**config.mk**
```make
export PLATFORM = sky130hd
export DESIGN_NAME = trap_entry_ctrl
export DESIGN_NICKNAME = d
export VERILOG_FILES = /design/src/rtl/trap_entry_pkg.sv /design/src/rtl/trap_classify.sv /design/src/rtl/mstate_regs.sv /design/src/rtl/nmi_regs.sv /design/src/rtl/trap_entry_ctrl.sv
export SDC_FILE = /design/constraint.sdc
export NUM_CORES = 1
export LEC_CHECK = 0
export BUFFER_PORTS_ARGS = -buffer_cell sky130_fd_sc_hd__buf_2
export CORE_MARGIN = 5
export CORE_UTILIZATION = 40
export CTS_BUF_LIST = sky130_fd_sc_hd__clkbuf_2
export DETAILED_ROUTE_END_ITERATION = 12
export PLACE_DENSITY = 0.7
export SETUP_SLACK_MARGIN = 0.02
export SYNTH_ARGS = -nofsm -noshare
export SYNTH_HDL_FRONTEND = slang
export SYNTH_SLANG_ARGS = --single-unit
export TNS_END_PERCENT = 30
```
**constraint.sdc**
```tcl
create_clock -name clk -period 2.4 [get_ports clk]
set_input_delay 0.48 -clock clk [delete_from_list [all_inputs] [get_ports clk]]
set_output_delay 0.48 -clock clk [all_outputs]
set_load 0.01 [all_outputs]
```
**src/rtl/trap_entry_pkg.sv**
```systemverilog
package trap_entry_pkg;

    typedef enum logic [1:0] {
        PRIV_U = 2'b00,
        PRIV_S = 2'b01,
        PRIV_M = 2'b11
    } priv_e;

    typedef enum logic [1:0] {
        ACT_NONE   = 2'd0,
        ACT_NORMAL = 2'd1,
        ACT_NMI    = 2'd2,
        ACT_ABORT  = 2'd3
    } act_e;

    typedef struct packed {
        logic       mie;
        logic       mpie;
        logic [1:0] mpp;
        logic       mdt;
    } mstat_t;

    typedef struct packed {
        logic       nmie;
        logic       mnpv;
        logic [1:0] mnpp;
        logic       mnpelp;
    } mnstat_t;

    typedef struct packed {
        act_e act;
        logic cause_msb;
        logic nmi_virt;
        logic exc_vec;
    } decision_t;

    function automatic logic nmi_takes_priority(input logic nmi_en, input logic pend,
                                                input logic async_evt);
        return nmi_en & pend & async_evt;
    endfunction

endpackage

```
**src/rtl/trap_classify.sv**
```systemverilog
module trap_classify
    import trap_entry_pkg::*;
(
    input  logic      trap_valid,
    input  logic      abort_q,
    input  logic      trap_async,
    input  logic      nmi_pending,
    input  logic      cfg_nmi_en,
    input  logic      cfg_dbltrp_en,
    input  logic      mdt,
    input  logic      nmie,
    input  logic      cur_virt,
    output decision_t dec
);
    logic nmi_take;
    logic inside_nmi_exc;
    logic dbl_hit;

    assign nmi_take       = nmi_takes_priority(cfg_nmi_en, nmi_pending, trap_async);
    assign inside_nmi_exc = cfg_nmi_en & ~nmie & ~trap_async;
    assign dbl_hit        = cfg_dbltrp_en & mdt;

    always_comb begin
        dec = '0;
        dec.act = ACT_NONE;
        if (trap_valid && !abort_q) begin
            if (nmi_take) begin
                dec.act       = ACT_NMI;
                dec.cause_msb = 1'b1;
                dec.nmi_virt  = cur_virt;
            end else if (dbl_hit) begin
                if (!cfg_nmi_en || inside_nmi_exc) begin
                    dec.act = ACT_ABORT;
                end else begin
                    dec.act       = ACT_NMI;
                    dec.cause_msb = 1'b0;
                    dec.nmi_virt  = 1'b0;
                end
            end else begin
                dec.act       = ACT_NORMAL;
                dec.cause_msb = trap_async;
                dec.exc_vec   = inside_nmi_exc;
            end
        end
    end
endmodule

```
**src/rtl/mstate_regs.sv**
```systemverilog
module mstate_regs
    import trap_entry_pkg::*;
#(
    parameter int XLEN = 32
) (
    input  logic            clk,
    input  logic            rst,
    input  act_e            act,
    input  logic            cause_msb,
    input  logic [XLEN-2:0] cause,
    input  logic [1:0]      cur_priv,
    input  logic            cfg_dbltrp_en,
    input  logic            load_en,
    input  logic            ld_mie,
    input  logic            ld_mdt,
    output mstat_t          mst,
    output logic [XLEN-1:0] mcause
);
    always_ff @(posedge clk) begin
        if (rst) begin
            mst    <= '{mie: 1'b0, mpie: 1'b0, mpp: 2'b00, mdt: 1'b0};
            mcause <= '0;
        end else if (act == ACT_NORMAL) begin
            mst.mpie <= mst.mie;
            mst.mpp  <= cur_priv;
            mst.mie  <= 1'b0;
            if (cfg_dbltrp_en) begin
                mst.mdt <= 1'b1;
            end
            mcause <= {cause_msb, cause};
        end else if (load_en) begin
            mst.mie <= ld_mie;
            mst.mdt <= ld_mdt;
        end
    end
endmodule

```
**src/rtl/nmi_regs.sv**
```systemverilog
module nmi_regs
    import trap_entry_pkg::*;
#(
    parameter int XLEN = 32
) (
    input  logic            clk,
    input  logic            rst,
    input  act_e            act,
    input  logic            cause_msb,
    input  logic            nmi_virt,
    input  logic [XLEN-2:0] cause,
    input  logic [1:0]      cur_priv,
    input  logic [XLEN-1:0] cur_pc,
    input  logic            lp_enable,
    input  logic            elp_expected,
    input  logic            load_en,
    input  logic            ld_nmie,
    output mnstat_t         mns,
    output logic [XLEN-1:0] mncause,
    output logic [XLEN-1:0] mnepc
);
    always_ff @(posedge clk) begin
        if (rst) begin
            mns     <= '{nmie: 1'b1, mnpv: 1'b0, mnpp: 2'b00, mnpelp: 1'b0};
            mncause <= '0;
            mnepc   <= '0;
        end else if (act == ACT_NMI) begin
            mns.nmie <= 1'b0;
            mns.mnpv <= nmi_virt;
            mns.mnpp <= cur_priv;
            if (lp_enable) begin
                mns.mnpelp <= elp_expected;
            end
            mncause <= {cause_msb, cause};
            mnepc   <= cur_pc;
        end else if (load_en) begin
            mns.nmie <= ld_nmie;
        end
    end
endmodule

```
**src/rtl/trap_entry_ctrl.sv**
```systemverilog
module trap_entry_ctrl
    import trap_entry_pkg::*;
#(
    parameter int          XLEN        = 32,
    parameter logic [63:0] TRAP_VEC    = 64'h0000_0100,
    parameter logic [63:0] NMI_INT_VEC = 64'h0000_01C0,
    parameter logic [63:0] NMI_EXC_VEC = 64'h0000_01E0
) (
    input  logic            clk,
    input  logic            rst,
    input  logic            trap_valid,
    input  logic            trap_async,
    input  logic [XLEN-2:0] trap_cause,
    input  logic            nmi_pending,
    input  logic [1:0]      cur_priv,
    input  logic            cur_virt,
    input  logic [XLEN-1:0] cur_pc,
    input  logic            lp_enable,
    input  logic            elp_expected,
    input  logic            cfg_nmi_en,
    input  logic            cfg_dbltrp_en,
    input  logic            st_load,
    input  logic            st_mie,
    input  logic            st_mdt,
    input  logic            st_nmie,
    output logic [XLEN-1:0] next_pc,
    output logic [1:0]      next_priv,
    output logic            next_virt,
    output logic            dbl_abort,
    output logic            mst_mie,
    output logic            mst_mpie,
    output logic [1:0]      mst_mpp,
    output logic            mst_mdt,
    output logic [XLEN-1:0] mcause,
    output logic            mns_nmie,
    output logic            mns_mnpv,
    output logic [1:0]      mns_mnpp,
    output logic            mns_mnpelp,
    output logic [XLEN-1:0] mncause,
    output logic [XLEN-1:0] mnepc
);
    localparam logic [XLEN-1:0] VEC_TRAP = TRAP_VEC[XLEN-1:0];
    localparam logic [XLEN-1:0] VEC_NINT = NMI_INT_VEC[XLEN-1:0];
    localparam logic [XLEN-1:0] VEC_NEXC = NMI_EXC_VEC[XLEN-1:0];

    decision_t       dec;
    mstat_t          mst;
    mnstat_t         mns;
    logic            abort_q;
    logic            load_en;
    logic [XLEN-1:0] pc_q;
    priv_e           priv_q;
    logic            virt_q;

    assign load_en = st_load & ~trap_valid & ~abort_q;

    trap_classify u_classify (
        .trap_valid    (trap_valid),
        .abort_q       (abort_q),
        .trap_async    (trap_async),
        .nmi_pending   (nmi_pending),
        .cfg_nmi_en    (cfg_nmi_en),
        .cfg_dbltrp_en (cfg_dbltrp_en),
        .mdt           (mst.mdt),
        .nmie          (mns.nmie),
        .cur_virt      (cur_virt),
        .dec           (dec)
    );

    mstate_regs #(.XLEN(XLEN)) u_mstate (
        .clk           (clk),
        .rst           (rst),
        .act           (dec.act),
        .cause_msb     (dec.cause_msb),
        .cause         (trap_cause),
        .cur_priv      (cur_priv),
        .cfg_dbltrp_en (cfg_dbltrp_en),
        .load_en       (load_en),
        .ld_mie        (st_mie),
        .ld_mdt        (st_mdt),
        .mst           (mst),
        .mcause        (mcause)
    );

    nmi_regs #(.XLEN(XLEN)) u_nmi (
        .clk          (clk),
        .rst          (rst),
        .act          (dec.act),
        .cause_msb    (dec.cause_msb),
        .nmi_virt     (dec.nmi_virt),
        .cause        (trap_cause),
        .cur_priv     (cur_priv),
        .cur_pc       (cur_pc),
        .lp_enable    (lp_enable),
        .elp_expected (elp_expected),
        .load_en      (load_en),
        .ld_nmie      (st_nmie),
        .mns          (mns),
        .mncause      (mncause),
        .mnepc        (mnepc)
    );

    always_ff @(posedge clk) begin
        if (rst) begin
            pc_q    <= '0;
            priv_q  <= PRIV_M;
            virt_q  <= 1'b0;
            abort_q <= 1'b0;
        end else begin
            case (dec.act)
                ACT_NMI: begin
                    pc_q   <= VEC_NINT;
                    priv_q <= PRIV_M;
                    virt_q <= 1'b0;
                end
                ACT_NORMAL: begin
                    pc_q   <= dec.exc_vec ? VEC_NEXC : VEC_TRAP;
                    priv_q <= PRIV_M;
                    virt_q <= 1'b0;
                end
                ACT_ABORT: abort_q <= 1'b1;
                default: ;
            endcase
        end
    end

    assign next_pc    = pc_q;
    assign next_priv  = priv_q;
    assign next_virt  = virt_q;
    assign dbl_abort  = abort_q;
    assign mst_mie    = mst.mie;
    assign mst_mpie   = mst.mpie;
    assign mst_mpp    = mst.mpp;
    assign mst_mdt    = mst.mdt;
    assign mns_nmie   = mns.nmie;
    assign mns_mnpv   = mns.mnpv;
    assign mns_mnpp   = mns.mnpp;
    assign mns_mnpelp = mns.mnpelp;
endmodule

```
==> run summary <==
status = complete, no violations
total I/O pin count = 221
EDFF count, synth = 0
Worst Setup EP = mst_mdt
clk_lat worst skew = 0.55 ns
Post-DP HPWL = 9560 µm
ratio of cells with drive above 1 in the final layout = 32.0%
vias in the first global route = 4116
drt first-iter violations = 223
1st-pass router iterations = 4
Setup Fix Bufs, Post-CTS = 0
gr ovfl total = 0
critical path type = register to output port
TritonCTS Buffers = 9
final count of pins violating max slew = 0
routed len/inst = 15.8 µm
Leak = 2.72 nW
FMAX = 0.555 GHz
remaining antenna violation count after routing = 0
Initial Utilization = 40.6%
fraction of registers with async set/reset = 0%
r2r setup slk = 0.66 ns
largest net degree at the start of global routing = 71
diode count = 0
Post-Route Skew = 0.0290 ns
critical-path cell list = buf_2
min Tclk post-route = 1.80 ns
GP Congestion = 0.790
FF-to-FF path depth = 4
switch share = 29.7%
DR DRC count = 0
Synth Area per Inst = 8.99 µm²
final instance area = 5800 µm²
CTS Hold Buffers Added = 0
Reg2Reg Capture Point = u_mstate.mcause[27]$_SDFFE_PP0N_
Final setup viols = 0
CP arrival = 1.32 ns
CP Max Fanout = 6
Primary FF master, synth = dfxtp_1
FF+latch count, synth = 110
YS warnings = 0
H-tree level count = 3
Max Cap Violations = 0
Slowest-stage cell, CP = dfxtp_1
synthesized cell area = 4840 µm²
combinational power share = 17.0%
Clock transition at path regs = 0.28 ns
kind of end point of the critical path = output port
Seq/Total Area, Yosys = 45.5%
hold crit path type = input pin to register
Placed Area = 5720 µm²
die area = 14400 µm²
FF+latch area = 2200 µm²
vias = 4319
final WL = 13400 µm
total negative slack for setup checks = 0 ns
port bufs = 189
cell family with most CP delay = flip-flops
CTS tree = done
clock power share = 21.9%
Hold Path Depth = 3
grt met1 use = 21.6%
Total GRT Usage = 17.6%
RSZ-0062 raised after global routing = no
busiest layer in global routing = met2
first-pass GRT wire length = 20800 µm
Critical Path Start = u_mstate.mst[0]$_SDFFE_PP0P_
Setup crit start kind = register
grt met3 use = 5.98%
Bufs and invs on worst path = 1
Distinct cells, synth = 36
Post-CTS Resized = 0
clk buf depth = 2
Root Driver = clkbuf_2
Critical Path RT = 1.92 ns
final critical-path share of the clock period = 75.1%
Syn Inst Count = 538
antenna violations before repair = 0
final hold slack = 0.113 ns
fin nets = 776
Cell Int Power = 0.00226 W
measured slew at the worst slew-check pin = 0.586 ns
Seq pwr share = 61.1%
GRT met2 Usage = 29.1%
Core Region = 11900 µm²
largest stage delay on the critical path = 0.56 ns
area grow syn2layout = 19.9%
Psw = 0.000951 W
area occupied by multi-input gates = 2230 µm²
filler cell count = 1145
row count = 40
post-DR vias/cell = 5.09
relative slew slack = 60.8%
Crit path depth = 1
r2r startpoint = u_mstate.mst[0]$_SDFFE_PP0P_
maximum VDD drop = 0.000229 V
clk sink count = 110
Pwr per Cell Area = 553 nW/µm²
Die Wd = 120 µm
Finished Core Util = 48.7%
die height = 120 µm
final hold vios = 0
==> Yosys cell counts, drive strengths merged (4+ instances only) <==
| master | count | area, µm² |
|---|---|---|
| o31ai | 36 | 270 |
| nor3 | 4 | 25.0 |
| dfxtp | 110 | 2200 |
| mux2i | 67 | 671 |
| clkbuf | 28 | 105 |
| buf | 55 | 413 |
| o21ai | 4 | 20.0 |
| nand4 | 35 | 219 |
| nand2 | 134 | 503 |
| a21oi | 36 | 180 |
==> cell type report <==
class | count | share of cell area (%)
inverter | 2 | 0.173
timing repair buffer | 202 | 18.9
tap | 147 | 3.17
sequential | 110 | 38.0
clock inverter | 5 | 0.475
clock buffer | 10 | 0.863
multi-input combinational | 372 | 38.5
==> per-layer routing <==
metal	part of all wire, %	up-vias	routed length, µm
met4	1.1	0	151
met5	0	-	0
met2	48	189	6360
met1	42	1990	5660
li1	-	2124	-
met3	9.1	16	1210
==> flip-flops by register name, summed over array words and instances, names as in the netlist <==
name	cells
dbl_abort	1
next_pc	3
u_mstate.mcause	32
u_mstate.mst	5
u_nmi.mncause	32
u_nmi.mnepc	32
u_nmi.mns	5
==> how the worst min path moves through the flow <==
stage | startpoint | endpoint
after floorplan | u_nmi.mncause[0]$_SDFFE_PP0N_ | u_nmi.mncause[0]$_SDFFE_PP0N_
after global placement | u_nmi.mncause[12]$_SDFFE_PP0N_ | u_nmi.mncause[12]$_SDFFE_PP0N_
after detailed placement | u_nmi.mnepc[26]$_SDFFE_PP0N_ | u_nmi.mnepc[26]$_SDFFE_PP0N_
after CTS | cur_pc[6] | u_nmi.mnepc[6]$_SDFFE_PP0N_
after global routing | cur_pc[17] | u_nmi.mnepc[17]$_SDFFE_PP0N_
final | cur_pc[6] | u_nmi.mnepc[6]$_SDFFE_PP0N_
==> cell usage in the layout (no fill, tap or decap), types with 2 or more instances in the layout <==
cell	netlist	layout
a21oi_1	36	36
and3_1	2	2
buf_12	0	4
buf_2	12	189
buf_4	35	9
clkbuf_2	0	10
clkinv_2	0	3
conb_1	2	31
dfxtp_1	110	110
mux2i_1	67	67
nand2_1	134	134
nand4_1	35	35
nor2_1	2	2
nor3_1	3	3
o21ai_0	4	4
o31a_1	2	2
o31ai_1	36	36
==> metrics by stage <==
stage	std cells	power [W]	worst slack, ns
2_1_floorplan	567	0.00235	0.885
3_3_place_gp	833	0.00252	0.642
3_5_place_dp	833	0.00254	0.555
4_1_cts	848	0.00324	0.539
5_1_grt	848	0.00338	0.481
6_report	848	0.00321	0.597
==> power groups by stage <==
stage	clock network [W]	logic (W)	registers [W]
6_report	0.000703	0.000545	0.00196
5_1_grt	0.000817	0.000594	0.00197
4_1_cts	0.000737	0.000548	0.00196
3_5_place_dp	0	0.000547	0.00199
3_3_place_gp	0	0.000530	0.00199
2_1_floorplan	0	0.000323	0.00202
==> logic make-up (layout without fill, tap and decap cells) <==
family / Yosys count / after routing / share of synthesized area (%)
buffers and inverters: 85 / 219 / 10.9
multiplexers: 67 / 67 / 13.9
AO/OA/AOI/OAI: 86 / 86 / 11.8
AND/OR/NAND/NOR: 188 / 188 / 17.8
flip-flops: 110 / 110 / 45.5
other: 2 / 31 / 0.155
==> worst min-delay path, delay by kind of cell <==
| kind | cells | cell delay (ns) |
|---|---|---|
| buffers and inverters | 1 | 0.10 |
| muxes | 1 | 0.05 |
| and+or+nand+nor | 1 | 0.04 |
(Power assumes the default switching activity.)
